$ cat src/rtl/win_addr_pkg.sv
package win_addr_pkg;

  // Strobes from the sequencing control to the address datapath.
  typedef struct packed {
    logic load;      // pointer reset: latch settings, go to first address
    logic linStep;   // linear mode: advance the byte counter
    logic lineStep;  // window mode: move line base by one stride
    logic winWrap;   // window mode: line base back to start block
  } stepCtl_t;

endpackage

$ cat src/rtl/win_addr_ctrl.sv
module win_addr_ctrl
  import win_addr_pkg::*;
#(
  parameter int BLOCK_BYTES = 64,
  parameter int XSIZE_W     = 10,
  parameter int YSIZE_W     = 16,
  localparam int OFF_W      = $clog2(BLOCK_BYTES)
) (
  input  logic               clk,
  input  logic               rstN,
  input  logic               ptrReset,
  input  logic               advance,
  input  logic               maskIn,
  input  logic               cfgWinEn,
  input  logic [XSIZE_W-1:0] cfgXSize,
  input  logic [YSIZE_W-1:0] cfgYSize,
  input  logic               cfgFreeze,
  output stepCtl_t           ctl,
  output logic               winMode,
  output logic [OFF_W-1:0]   byteOff,
  output logic [XSIZE_W-1:0] xCnt,
  output logic               storeEn
);

  logic [XSIZE_W-1:0] xLast;
  logic [YSIZE_W-1:0] yLast;
  logic [YSIZE_W-1:0] yCnt;
  logic               freezeL;

  logic endBlock, endLine, endWin, winAdv;

  assign endBlock = (byteOff == OFF_W'(BLOCK_BYTES - 1));
  assign endLine  = endBlock && (xCnt == xLast);
  assign endWin   = endLine && (yCnt == yLast);
  assign winAdv   = !ptrReset && advance && winMode;

  always_comb begin
    ctl          = '0;
    ctl.load     = ptrReset;
    ctl.linStep  = !ptrReset && advance && !winMode;
    ctl.lineStep = winAdv && endLine && !endWin;
    ctl.winWrap  = winAdv && endWin;
  end

  // In window mode the latched freeze decides; in linear mode the mask does.
  assign storeEn = advance && !ptrReset && (winMode ? !freezeL : !maskIn);

  always_ff @(posedge clk or negedge rstN) begin
    if (!rstN) begin
      winMode <= 1'b0;
      xLast   <= '0;
      yLast   <= '0;
      freezeL <= 1'b0;
      byteOff <= '0;
      xCnt    <= '0;
      yCnt    <= '0;
    end else if (ptrReset) begin
      winMode <= cfgWinEn;
      xLast   <= (cfgXSize == '0) ? '0 : cfgXSize - 1'b1;
      yLast   <= (cfgYSize == '0) ? '0 : cfgYSize - 1'b1;
      freezeL <= cfgFreeze;
      byteOff <= '0;
      xCnt    <= '0;
      yCnt    <= '0;
    end else if (winAdv) begin
      byteOff <= byteOff + 1'b1;
      if (endBlock) begin
        xCnt <= endLine ? '0 : xCnt + 1'b1;
      end
      if (endLine) begin
        yCnt <= endWin ? '0 : yCnt + 1'b1;
      end
    end
  end

endmodule

$ cat src/rtl/win_addr_dp.sv
module win_addr_dp
  import win_addr_pkg::*;
#(
  parameter int BLOCK_BYTES   = 64,
  parameter int NUM_BLOCKS    = 8192,
  parameter int XSIZE_W       = 10,
  parameter int STRIDE_W      = 13,
  parameter bit SIGNED_STRIDE = 1'b1,
  parameter bit MIRROR_EN     = 1'b1,
  localparam int OFF_W        = $clog2(BLOCK_BYTES),
  localparam int BLK_W        = $clog2(NUM_BLOCKS),
  localparam int ADDR_W       = OFF_W + BLK_W
) (
  input  logic                clk,
  input  logic                rstN,
  input  stepCtl_t            ctl,
  input  logic                winMode,
  input  logic [OFF_W-1:0]    byteOff,
  input  logic [XSIZE_W-1:0]  xCnt,
  input  logic [BLK_W-1:0]    cfgStart,
  input  logic [STRIDE_W-1:0] cfgStride,
  input  logic                cfgXMirror,
  output logic [ADDR_W-1:0]   addr
);

  logic [BLK_W-1:0]  strideExt;
  logic              mirrorIn;
  logic [BLK_W-1:0]  startL;
  logic [BLK_W-1:0]  strideL;
  logic              mirrorL;
  logic [BLK_W-1:0]  lineBase;
  logic [ADDR_W-1:0] linAddr;
  logic [BLK_W-1:0]  xExt;
  logic [BLK_W-1:0]  blkCur;
  logic [OFF_W-1:0]  offCur;

  // Stride variant: two's complement (write side) or unsigned (read side).
  generate
    if (SIGNED_STRIDE) begin : g_sstride
      assign strideExt = BLK_W'($signed(cfgStride));
    end else begin : g_ustride
      assign strideExt = BLK_W'(cfgStride);
    end
    if (MIRROR_EN) begin : g_mir
      assign mirrorIn = cfgXMirror;
    end else begin : g_nomir
      logic unusedMir;
      assign unusedMir = cfgXMirror;
      assign mirrorIn  = 1'b0;
    end
  endgenerate

  always_ff @(posedge clk or negedge rstN) begin
    if (!rstN) begin
      startL   <= '0;
      strideL  <= '0;
      mirrorL  <= 1'b0;
      lineBase <= '0;
      linAddr  <= '0;
    end else begin
      if (ctl.load) begin
        startL   <= cfgStart;
        strideL  <= strideExt;
        mirrorL  <= mirrorIn;
        lineBase <= cfgStart;
        linAddr  <= '0;
      end else begin
        if (ctl.linStep)  linAddr  <= linAddr + 1'b1;
        if (ctl.lineStep) lineBase <= lineBase + strideL;
        if (ctl.winWrap)  lineBase <= startL;
      end
    end
  end

  // Block and offset arithmetic wraps naturally at the power-of-two sizes.
  assign xExt   = BLK_W'(xCnt);
  assign blkCur = mirrorL ? (lineBase - xExt) : (lineBase + xExt);
  assign offCur = mirrorL ? ~byteOff : byteOff;
  assign addr   = winMode ? {blkCur, offCur} : linAddr;

endmodule

$ cat src/rtl/win_addr_gen.sv
module win_addr_gen
  import win_addr_pkg::*;
#(
  parameter int BLOCK_BYTES   = 64,
  parameter int NUM_BLOCKS    = 8192,
  parameter int XSIZE_W       = 10,
  parameter int YSIZE_W       = 16,
  parameter int STRIDE_W      = 13,
  parameter bit SIGNED_STRIDE = 1'b1,
  parameter bit MIRROR_EN     = 1'b1,
  localparam int OFF_W        = $clog2(BLOCK_BYTES),
  localparam int BLK_W        = $clog2(NUM_BLOCKS),
  localparam int ADDR_W       = OFF_W + BLK_W
) (
  input  logic                clk,
  input  logic                rstN,
  input  logic                ptrReset,
  input  logic                advance,
  input  logic                maskIn,
  input  logic                cfgWinEn,
  input  logic [BLK_W-1:0]    cfgStart,
  input  logic [XSIZE_W-1:0]  cfgXSize,
  input  logic [STRIDE_W-1:0] cfgStride,
  input  logic [YSIZE_W-1:0]  cfgYSize,
  input  logic                cfgXMirror,
  input  logic                cfgFreeze,
  output logic [ADDR_W-1:0]   addr,
  output logic                storeEn
);

  stepCtl_t           ctl;
  logic               winMode;
  logic [OFF_W-1:0]   byteOff;
  logic [XSIZE_W-1:0] xCnt;

  win_addr_ctrl #(
    .BLOCK_BYTES(BLOCK_BYTES),
    .XSIZE_W    (XSIZE_W),
    .YSIZE_W    (YSIZE_W)
  ) u_ctrl (
    .clk      (clk),
    .rstN     (rstN),
    .ptrReset (ptrReset),
    .advance  (advance),
    .maskIn   (maskIn),
    .cfgWinEn (cfgWinEn),
    .cfgXSize (cfgXSize),
    .cfgYSize (cfgYSize),
    .cfgFreeze(cfgFreeze),
    .ctl      (ctl),
    .winMode  (winMode),
    .byteOff  (byteOff),
    .xCnt     (xCnt),
    .storeEn  (storeEn)
  );

  win_addr_dp #(
    .BLOCK_BYTES  (BLOCK_BYTES),
    .NUM_BLOCKS   (NUM_BLOCKS),
    .XSIZE_W      (XSIZE_W),
    .STRIDE_W     (STRIDE_W),
    .SIGNED_STRIDE(SIGNED_STRIDE),
    .MIRROR_EN    (MIRROR_EN)
  ) u_dp (
    .clk       (clk),
    .rstN      (rstN),
    .ctl       (ctl),
    .winMode   (winMode),
    .byteOff   (byteOff),
    .xCnt      (xCnt),
    .cfgStart  (cfgStart),
    .cfgStride (cfgStride),
    .cfgXMirror(cfgXMirror),
    .addr      (addr)
  );

endmodule

$ cat config.mk
export PLATFORM = sky130hd
export DESIGN_NAME = win_addr_gen
export DESIGN_NICKNAME = d
export VERILOG_FILES = /design/src/rtl/win_addr_pkg.sv /design/src/rtl/win_addr_ctrl.sv /design/src/rtl/win_addr_dp.sv /design/src/rtl/win_addr_gen.sv
export SDC_FILE = /design/constraint.sdc
export NUM_CORES = 1
export LEC_CHECK = 0
export BUFFER_PORTS_ARGS = -buffer_cell sky130_fd_sc_hd__buf_2
export CAP_MARGIN = 20
export CORE_ASPECT_RATIO = 0.8
export CORE_MARGIN = 1
export CORE_UTILIZATION = 50
export CTS_CLUSTER_SIZE = 16
export DETAILED_ROUTE_END_ITERATION = 8
export GPL_ROUTABILITY_DRIVEN = 0
export PLACE_DENSITY = 0.76
export SYNTH_ARGS = -nofsm -noshare
export SYNTH_HDL_FRONTEND = slang
export SYNTH_HIERARCHICAL = 1
export SYNTH_SLANG_ARGS = --single-unit
$ cat constraint.sdc
create_clock -name clk -period 5 [get_ports clk]
set_input_delay 0.75 -clock clk [delete_from_list [all_inputs] [get_ports clk]]
set_output_delay 0.75 -clock clk [all_outputs]
set_load 0.02 [all_outputs]
Yosys cells after proc, flatten, opt, wreduce, memory -nomap -nowiden
Cells that the tools add are included.

Input bits: 60. Word-level logic and storage cells: 69. Output and inout bits: 20. Register bits: 119.

$add $sub $neg: 9. Reduce and logical (&&, ||, !) cells: 23. Muxes and demuxes: 21. Bitwise logic cells: 1. Eq/ne operators: 3.

Operators by type and width (count): 16-bit 2-to-1 mux (5); 19-bit 2-to-1 mux (3); 13-bit 2-to-1 mux (4); 10-bit 2-to-1 mux (5); 19-bit by 1-bit adder with 19-bit output, second input constant (1); 6-bit 2-to-1 mux (3); 16-bit by 1-bit adder with 16-bit output, second input constant (1); 16-bit == test (1); 16-bit zero test (1); 16-bit by 1-bit subtractor with 16-bit output, second input constant (1); 13-bit by 10-bit adder with 13-bit output (1); 13-bit adder (1); 13-bit by 10-bit subtractor with 13-bit output (1); 10-bit by 1-bit adder with 10-bit output, second input constant (1); 10-bit == test (1); 10-bit zero test (1); 10-bit by 1-bit subtractor with 10-bit output, second input constant (1); 1-bit logical AND (9); 2-bit nonzero test (4); 6-bit by 1-bit adder with 6-bit output, second input constant (1); 6-bit == test, second input constant (1); 6-bit NOT (1); 1-bit zero test (5); 2-bit AND reduction (2); other kinds (2) (2).

Depth between registers and ports, before layout
Gate-level depths: netlist of run 1.

Depth after elaboration: 8. Depth in mapped cells: 12. Mapped depth without buffers: 12.

Cells and area by module
The synthesis of run 1 kept the hierarchy.

Modules (own cells, without submodules): win_addr_dp (seq. area each 1476.4 µm², cells an instance 440, area an instance 4115.2 µm², instances 1); win_addr_ctrl (seq. area each 1501.4 µm², cells an instance 410, area an instance 3726.1 µm², instances 1).

Worst setup path after synthesis of run 1
No wires, ideal clock.

Path type: register to output. From: register u_ctrl.xCnt[5]. To: output addr[17]. Required time: 4250 ps. Buffers on the path: 0. Arrival: 2561 ps. Slack: 1689 ps. Stages on the path, launching flop included: 12. Cells stage by stage: dfrtp_1 -> nor4_2 -> and3_1 -> a21oi_1 -> xnor2_1 -> ha_1 -> a21oi_1 -> o21ai_1 -> a21o_1 -> a211oi_2 -> xnor2_1 -> mux2_2.

Word-level cells in the longest chain between the ends: 3. Elaborated cells on any way between the ends: 4. Those cells by class: add/sub: 2; mux: 2.

Ends and longest elaborated chain: from (decl) (RTL line win_addr_ctrl.sv:21) `output logic [XSIZE_W-1:0] xCnt,`; from (signal assigned) (RTL line win_addr_ctrl.sv:68) `xCnt <= endLine ? '0 : xCnt + 1'b1;`; 13-bit by 10-bit adder with 13-bit output / 13-bit by 10-bit subtractor with 13-bit output (equally long branches) (RTL line win_addr_dp.sv:77) `assign blkCur = mirrorL ? (lineBase - xExt) : (lineBase + xExt);`; 13-bit 2-to-1 mux * (RTL line win_addr_dp.sv:77); 19-bit 2-to-1 mux * (RTL line win_addr_dp.sv:79) `assign addr = winMode ? {blkCur, offCur} : linAddr;`; to (decl) (RTL line win_addr_gen.sv:27) `output logic [ADDR_W-1:0] addr,`.

Mark *: on every way between the ends. The rest lies on a longest branch, timed or not.

Worst setup path after layout of run 1
Same ends and word-level chain as after synthesis.

==> results of run 1 <==
-- metrics by stage --
stage,hold WS [ns],setup WS [ns]
after floorplan,0.454,1.69
after global placement,0.490,1.37
after detailed placement,0.492,1.27
after CTS,0.120,0.708
after global routing,0.121,0.447
final,0.130,0.691
-- flip-flops by register name, indices dropped and copies added (netlist names), 6 cells and up --
| signal | flops |
|---|---|
| u_dp/strideL | 13 |
| u_ctrl/byteOff | 6 |
| u_ctrl/yLast | 16 |
| u_dp/linAddr | 19 |
| u_dp/startL | 13 |
| u_ctrl/yCnt | 16 |
| u_ctrl/xCnt | 10 |
| u_dp/lineBase | 13 |
| u_ctrl/xLast | 10 |
-- worst max path at each step --
stage	slack [ns]	endpoint	cells after the start	startpoint
floorplan	1.69	addr[17]	11	u_ctrl/xCnt[5]
global placement	1.37	addr[17]	12	u_ctrl/xCnt[5]
detailed placement	1.27	addr[17]	12	u_ctrl/xCnt[5]
CTS	0.71	addr[17]	12	u_ctrl/xCnt[5]
global route	0.45	addr[17]	12	u_ctrl/xCnt[5]
finish	0.69	addr[17]	12	u_ctrl/xCnt[5]
-- synth_stat cells, types with 6 or more instances --
| cell | instances |
|---|---|
| o211ai_1 | 18 |
| dfrtp_1 | 119 |
| xor2_1 | 55 |
| a21o_1 | 10 |
| a31oi_1 | 13 |
| nand2b_1 | 8 |
| inv_1 | 63 |
| clkbuf_1 | 19 |
| nor3_1 | 17 |
| nor4_1 | 10 |
| ha_1 | 31 |
| nand4_1 | 15 |
| mux2i_1 | 8 |
| and2_1 | 8 |
| buf_2 | 10 |
| o22ai_1 | 25 |
| nor2_1 | 76 |
| o21ai_0 | 43 |
| mux2_2 | 33 |
| nand2_1 | 54 |
| a21oi_1 | 43 |
| nand3_1 | 17 |
| or3_1 | 6 |
| xnor2_1 | 46 |
-- area by class of cell --
type | instances | area share, %
inverters | 63 | 2.63
repair buffers | 85 | 4.95
well taps | 210 | 2.92
flip-flops and latches | 119 | 33.1
clock buffers | 19 | 5.04
clock inverters | 13 | 1.86
multi-input cells | 631 | 49.5
-- cell usage in the layout (no fill, tap or decap), types with 3 or more instances in the layout --
cell and count:
ha_1 31, and3_1 5, a31oi_1 13, and4_2 3
clkinvlp_4 5, and2_1 8, nor2_1 76, mux2i_1 8
o32ai_1 3, and4_1 5, a211oi_1 3, nand3_1 17
clkbuf_16 17, nor4_1 10, a21oi_1 43, inv_1 63
nand2_1 54, buf_4 8, nor2b_1 5, nor4_2 4
xnor2_1 46, xor2_1 55, o21ai_1 5, o211ai_1 18
o22ai_1 25, nor3_1 17, dfrtp_1 119, buf_2 77
bufinv_16 3, inv_6 3, nand4_1 15, a21o_1 10
or3_1 6, o21a_1 5, nand2b_1 8, o21ai_0 43
mux2_2 33
-- power groups by stage --
stage	Sequential [uW]	Combinational [uW]	Clock (uW)
after floorplan	1080	487	0
after global placement	1110	646	0
after detailed placement	1110	655	0
after CTS	1100	666	1300
after global routing	1100	739	1340
final	1100	673	1280
-- per-layer routing --
metal | track usage [%] | wire length (um)
met5 | 0 | 0
met4 | 9.18 | 300
met3 | 4.79 | 1240
met2 | 33.0 | 7630
met1 | 36.8 | 9290
-- cells by family (layout without fill, tap and decap cells) --
logic type,Yosys count,after routing,share of synthesized area (%)
AND/OR/NAND/NOR,256,256,17.4
AO/OA/AOI/OAI,199,199,16.7
flip-flops,119,119,38.0
XOR/XNOR,102,102,11.5
buffers and inverters,100,180,5.30
multiplexers,41,41,5.76
adder cells (fa/ha/maj),33,33,5.46
-- critical path, cell delays in order, from the launching register on --
cell	delay (ns)
dfrtp_1	0.48
nor4_2	0.41
and3_1	0.26
a21oi_1	0.09
xnor2_1	0.17
ha_1	0.38
a21oi_1	0.20
o21ai_1	0.12
a21o_1	0.22
a211oi_2	0.26
xnor2_1	0.11
mux2_2	0.27
buf_2	0.16
==> run_results.csv, run 1 <==
group,metric,value,unit
run_status,status,"completed",
clock_network,post_cts_buffers,0,
timing,fin_skew,0.0133,ns
placement,dp.cells,1108,
synth,syn_inst,850,
clock_network,clk_latency,0.42,ns
drt,viasPerCell,5.69,
floorplanning,io_pins,80,
power,power_density,339,nW/um^2
clock_network,htreeDepth,4,
clock_network,root_buffer,"clkbuf_16",
synth,avgSynthCellArea,9.23,sq um
clock_network,postCtsHoldBufs,0,
drt,first_pass_iters,5,
clock_network,clk_pin_slew_worst_paths,0.06,ns
setup_path,r2r-end,"u_dp/lineBase[6]",
setup_path,crit_arrival,3.56,ns
floorplanning,core-area,15200,sq um
floorplanning,die_h,114,um
run,drv_cap,0,
timing,period_needed,4.31,ns
setup_path,start_kind,"flip-flop",
clock_network,clock-sinks,119,
finish,post-route-util,59.3,%
setup_path,reg2reg_depth,8,
floorplanning,die_area,16200,sq um
setup_path,crit_type,"reg -> out",
power,leakagePower,0.00387,uW
synth,seq_area_frac_synth,38.0,%
placement,dpl_cell_area,8370,sq um
synth,synthFlopType,"dfrtp_1",
clock_network,numCtsBuffers,17,
floorplanning,initial_core_util,51.7,%
floorplanning,die_w,142,um
drt,vias,6482,
global_routing,grt_usage,24.1,%
drt,wl_per_cell,16.2,um
setup_path,required,4.25,ns
timing,period_share,86.2,%
global_routing,grt_pass1_wl,30.5,mm
global_routing,grt_pass1_vias,5993,
synth,synth_edf_count,0,
timing,slew_headroom,36.6,%
timing,rsz0062_at_grt,"no",
synth,netlist_area,7840,sq um
timing,max_freq,232,MHz
synth,ys_types,77,
synth,ys_warn_count,6,
finish,syn_to_final_growth,14.7,%
finish,multi_input_area,4450,sq um
drt,first_iter_violations,582,
power,p_int,2130,uW
floorplanning,std_cell_rows,40,
synth,async_flop_share,100,%
synth,ys_ff_latch,119,
clock_network,cts_resized,0,
synth,synth_top_cell_by_area,"dfrtp_1",
power,sw_frac_of_total,30.1,%
placement,numPortBuffers,79,
timing,tightest_slew,0.950,ns
drt,drc,0,
clock_network,cts_tree,"done",
global_routing,overflow,0,
worst_hold_path,hp-class,"in -> async",
power,sequentialPowerShare,36.0,%
setup_path,regToRegSetupSlack,1.80,ns
power,p_total,3050,uW
finish,design_area,8990,sq um
power,p_switching,918,uW
power,combPwrFrac,22.1,%
timing,setup_tns,0,ns
clock_network,clock_path_buffers,2,
synth,syn_nets,943,
power,peakVddDrop,0.202,mV
global_routing,antenna_found_initial,0,
drt,antenna_left,0,
timing,hold_viol,0,
synth,synth_top_area_share,38.0,%
drt,wl,18.5,mm
setup_path,rr_startpoint,"u_ctrl/xCnt[3]",
synth,synth.top_cells.by_area,"dfrtp_1, xor2_1, xnor2_1, ha_1, mux2_2",
finish,fillCellCount,1306,
setup_path,crit_path_end_kind,"primary output",
timing,slew_violations,0,
finish,fin_nets,1010,
finish,drive_above_1_share,19.2,%
finish,num_antenna_cells,0,
placement,dp_hpwl,12.9,mm
timing,setup-violations-final,0,
finish,seq_area,2980,sq um
setup_path,critPathMaxFanout,8,
global_routing,grt_max_degree,78,
power,pwr-share-clk,41.9,%
finish,fin_cells,1140,
No activity file was read; power rests on OpenSTA's default activity.
==> inputs of run 2 (changes only) <==
- clock period: 5 -> 4.1 ns (I/O delays scaled with it)
==> run_results.csv, run 2 (synthesis results as in run 1) <==
group,metric,value,unit
drt,first_iter_violations,710,
clock_network,clock_path_buffers,2,
timing,slew_violations,0,
finish,mostFrequentLayoutCell,"dfrtp_1",
power,p_total,3700,uW
finish,multi_input_area,4460,sq um
drt,first_pass_iters,6,
drt,viasPerCell,5.72,
setup_path,start_kind,"flip-flop",
finish,largest_reg_flops,19,
drt,drc,0,
setup_path,required,3.48,ns
floorplanning,std_cell_rows,40,
global_routing,grt_usage,24.1,%
clock_network,clk_pin_slew_worst_paths,0.06,ns
setup_path,critPathBufInv,1,
global_routing,grt_pass1_vias,5938,
setup_path,crit_family,"compound AO/OA/AOI/OAI gates",
placement,pre_cts_slack,0.570,ns
power,leakagePower,0.00391,uW
timing,setup-violations-final,0,
global_routing,overflow,0,
finish,syn_to_final_growth,15.6,%
setup_path,critPathMaxFanout,6,
drt,antenna_left,0,
clock_network,clock-sinks,119,
finish,fillCellCount,1285,
timing,max_freq,252,MHz
timing,setup_tns,0,ns
global_routing,grt_max_degree,78,
clock_network,cts_tree,"done",
setup_path,crit_slowest_cell,"dfrtp_2",
setup_path,crit_type,"reg -> out",
floorplanning,initial_core_util,51.7,%
floorplanning,die_h,114,um
global_routing,grt_pass1_wl,30.4,mm
timing,period_needed,3.97,ns
clock_network,htreeDepth,4,
finish,regMostFlops,"u_dp/linAddr",
timing,setup_ws,0.129,ns
drt,vias,6568,
run,drv_cap,0,
floorplanning,core-area,15200,sq um
placement,numPortBuffers,79,
timing,hold_viol,0,
setup_path,r2r-end,"u_dp/lineBase[6]",
finish,seq_area,2980,sq um
floorplanning,die_w,142,um
setup_path,path_cells,"nor4_4 -> and3_4 -> a21oi_1 -> xnor2_1 -> ha_2 -> a21oi_1 -> o21ai_1 -> a21o_1 -> a211oi_2 -> xnor2_1 -> mux2_2 -> buf_2",
timing,rsz0062_at_grt,"no",
clock_network,clk_latency,0.42,ns
setup_path,rr_startpoint,"u_ctrl/xCnt[3]",
power,power_density,409,nW/um^2
floorplanning,die_area,16200,sq um
finish,largestRegisters,"u_dp/linAddr (19), u_ctrl/yCnt (16), u_ctrl/yLast (16)",
setup_path,regToRegSetupSlack,0.89,ns
setup_path,crit_arrival,3.36,ns
finish,drive_above_1_share,20.2,%
clock_network,numCtsBuffers,17,
run_status,status,"completed",
timing,tightest_slew,0.839,ns
floorplanning,io_pins,80,
timing,period_share,96.9,%
global_routing,antenna_found_initial,1,
timing,holdWs,0.226,ns
finish,final_cell_mix,"dfrtp_1, buf_2, nor2_1",
worst_hold_path,hp-class,"in -> async",
timing,fin_skew,0.00949,ns
placement,dp_hpwl,12.8,mm
power,peakVddDrop,0.268,mV
setup_path,cpPeakStageDelay,0.46,ns
finish,fin_nets,1017,
clock_network,root_buffer,"clkbuf_16",
setup_path,reg2reg_depth,9,
timing,slew_headroom,44.0,%
drt,wl,18.5,mm
setup_path,crit_path_end_kind,"primary output",
drt,wl_per_cell,16.1,um
-- run 2: how the worst max path moves through the flow --
stage | startpoint | endpoint | slack [ns] | depth (start not counted)
3_3_place_gp | u_ctrl/xCnt[5] | addr[17] | 0.60 | 12
2_1_floorplan | u_ctrl/xCnt[5] | addr[17] | 0.92 | 11
4_1_cts | u_ctrl/xCnt[5] | addr[17] | 0.08 | 12
3_5_place_dp | u_ctrl/xCnt[5] | addr[17] | 0.57 | 12
5_1_grt | u_ctrl/xCnt[3] | addr[17] | 0.002 | 12
6_report | u_ctrl/xCnt[3] | addr[17] | 0.13 | 12
-- run 2: layout make-up --
class / instances / share of cell area, %
Timing Repair Buffer: 92 / 5.63
Multi-Input combinational cell: 631 / 49.3
Inverter: 63 / 2.61
Sequential cell: 119 / 32.9
Tap cell: 210 / 2.90
Clock inverter: 8 / 1.33
Clock buffer: 24 / 5.32
Antenna cell: 1 / 0.0276
-- run 2: power by group --
part | internal, uW | total (uW) | switching [uW]
registers | 1250 | 1340 | 85.1
logic | 358 | 831 | 473
clock network | 1000 | 1530 | 534
total | 2610 | 3700 | 1090
-- run 2: layer usage --
metal	up-vias	routed length, um	part of all wire [%]	track usage, %
li1	3189	-	-	-
met1	3144	9450	51	37.5
met2	221	7640	41	32.8
met3	14	1210	6.6	5.63
met4	0	157	0.85	6.31
met5	-	0	0	0
-- run 2: metrics by stage --
| stage | cell area (sq um) | std cells | utilization (%) |
|---|---|---|---|
| floorplan | 7840 | 850 | - |
| global placement | 8390 | 1109 | 55.3 |
| detailed placement | 8390 | 1109 | 55.3 |
| CTS | 8990 | 1141 | 59.3 |
| global route | 9060 | 1147 | 59.7 |
| finish | 9060 | 1148 | 59.8 |
-- run 2: repair_timing --
| action | 4_1_cts | 5_1_grt |
|---|---|---|
| setup endpoints to repair | 0 | 1 |
| buffers inserted | 0 | 6 |
| hold buffers | 0 | 0 |
| gates resized for setup | 0 | 8 |
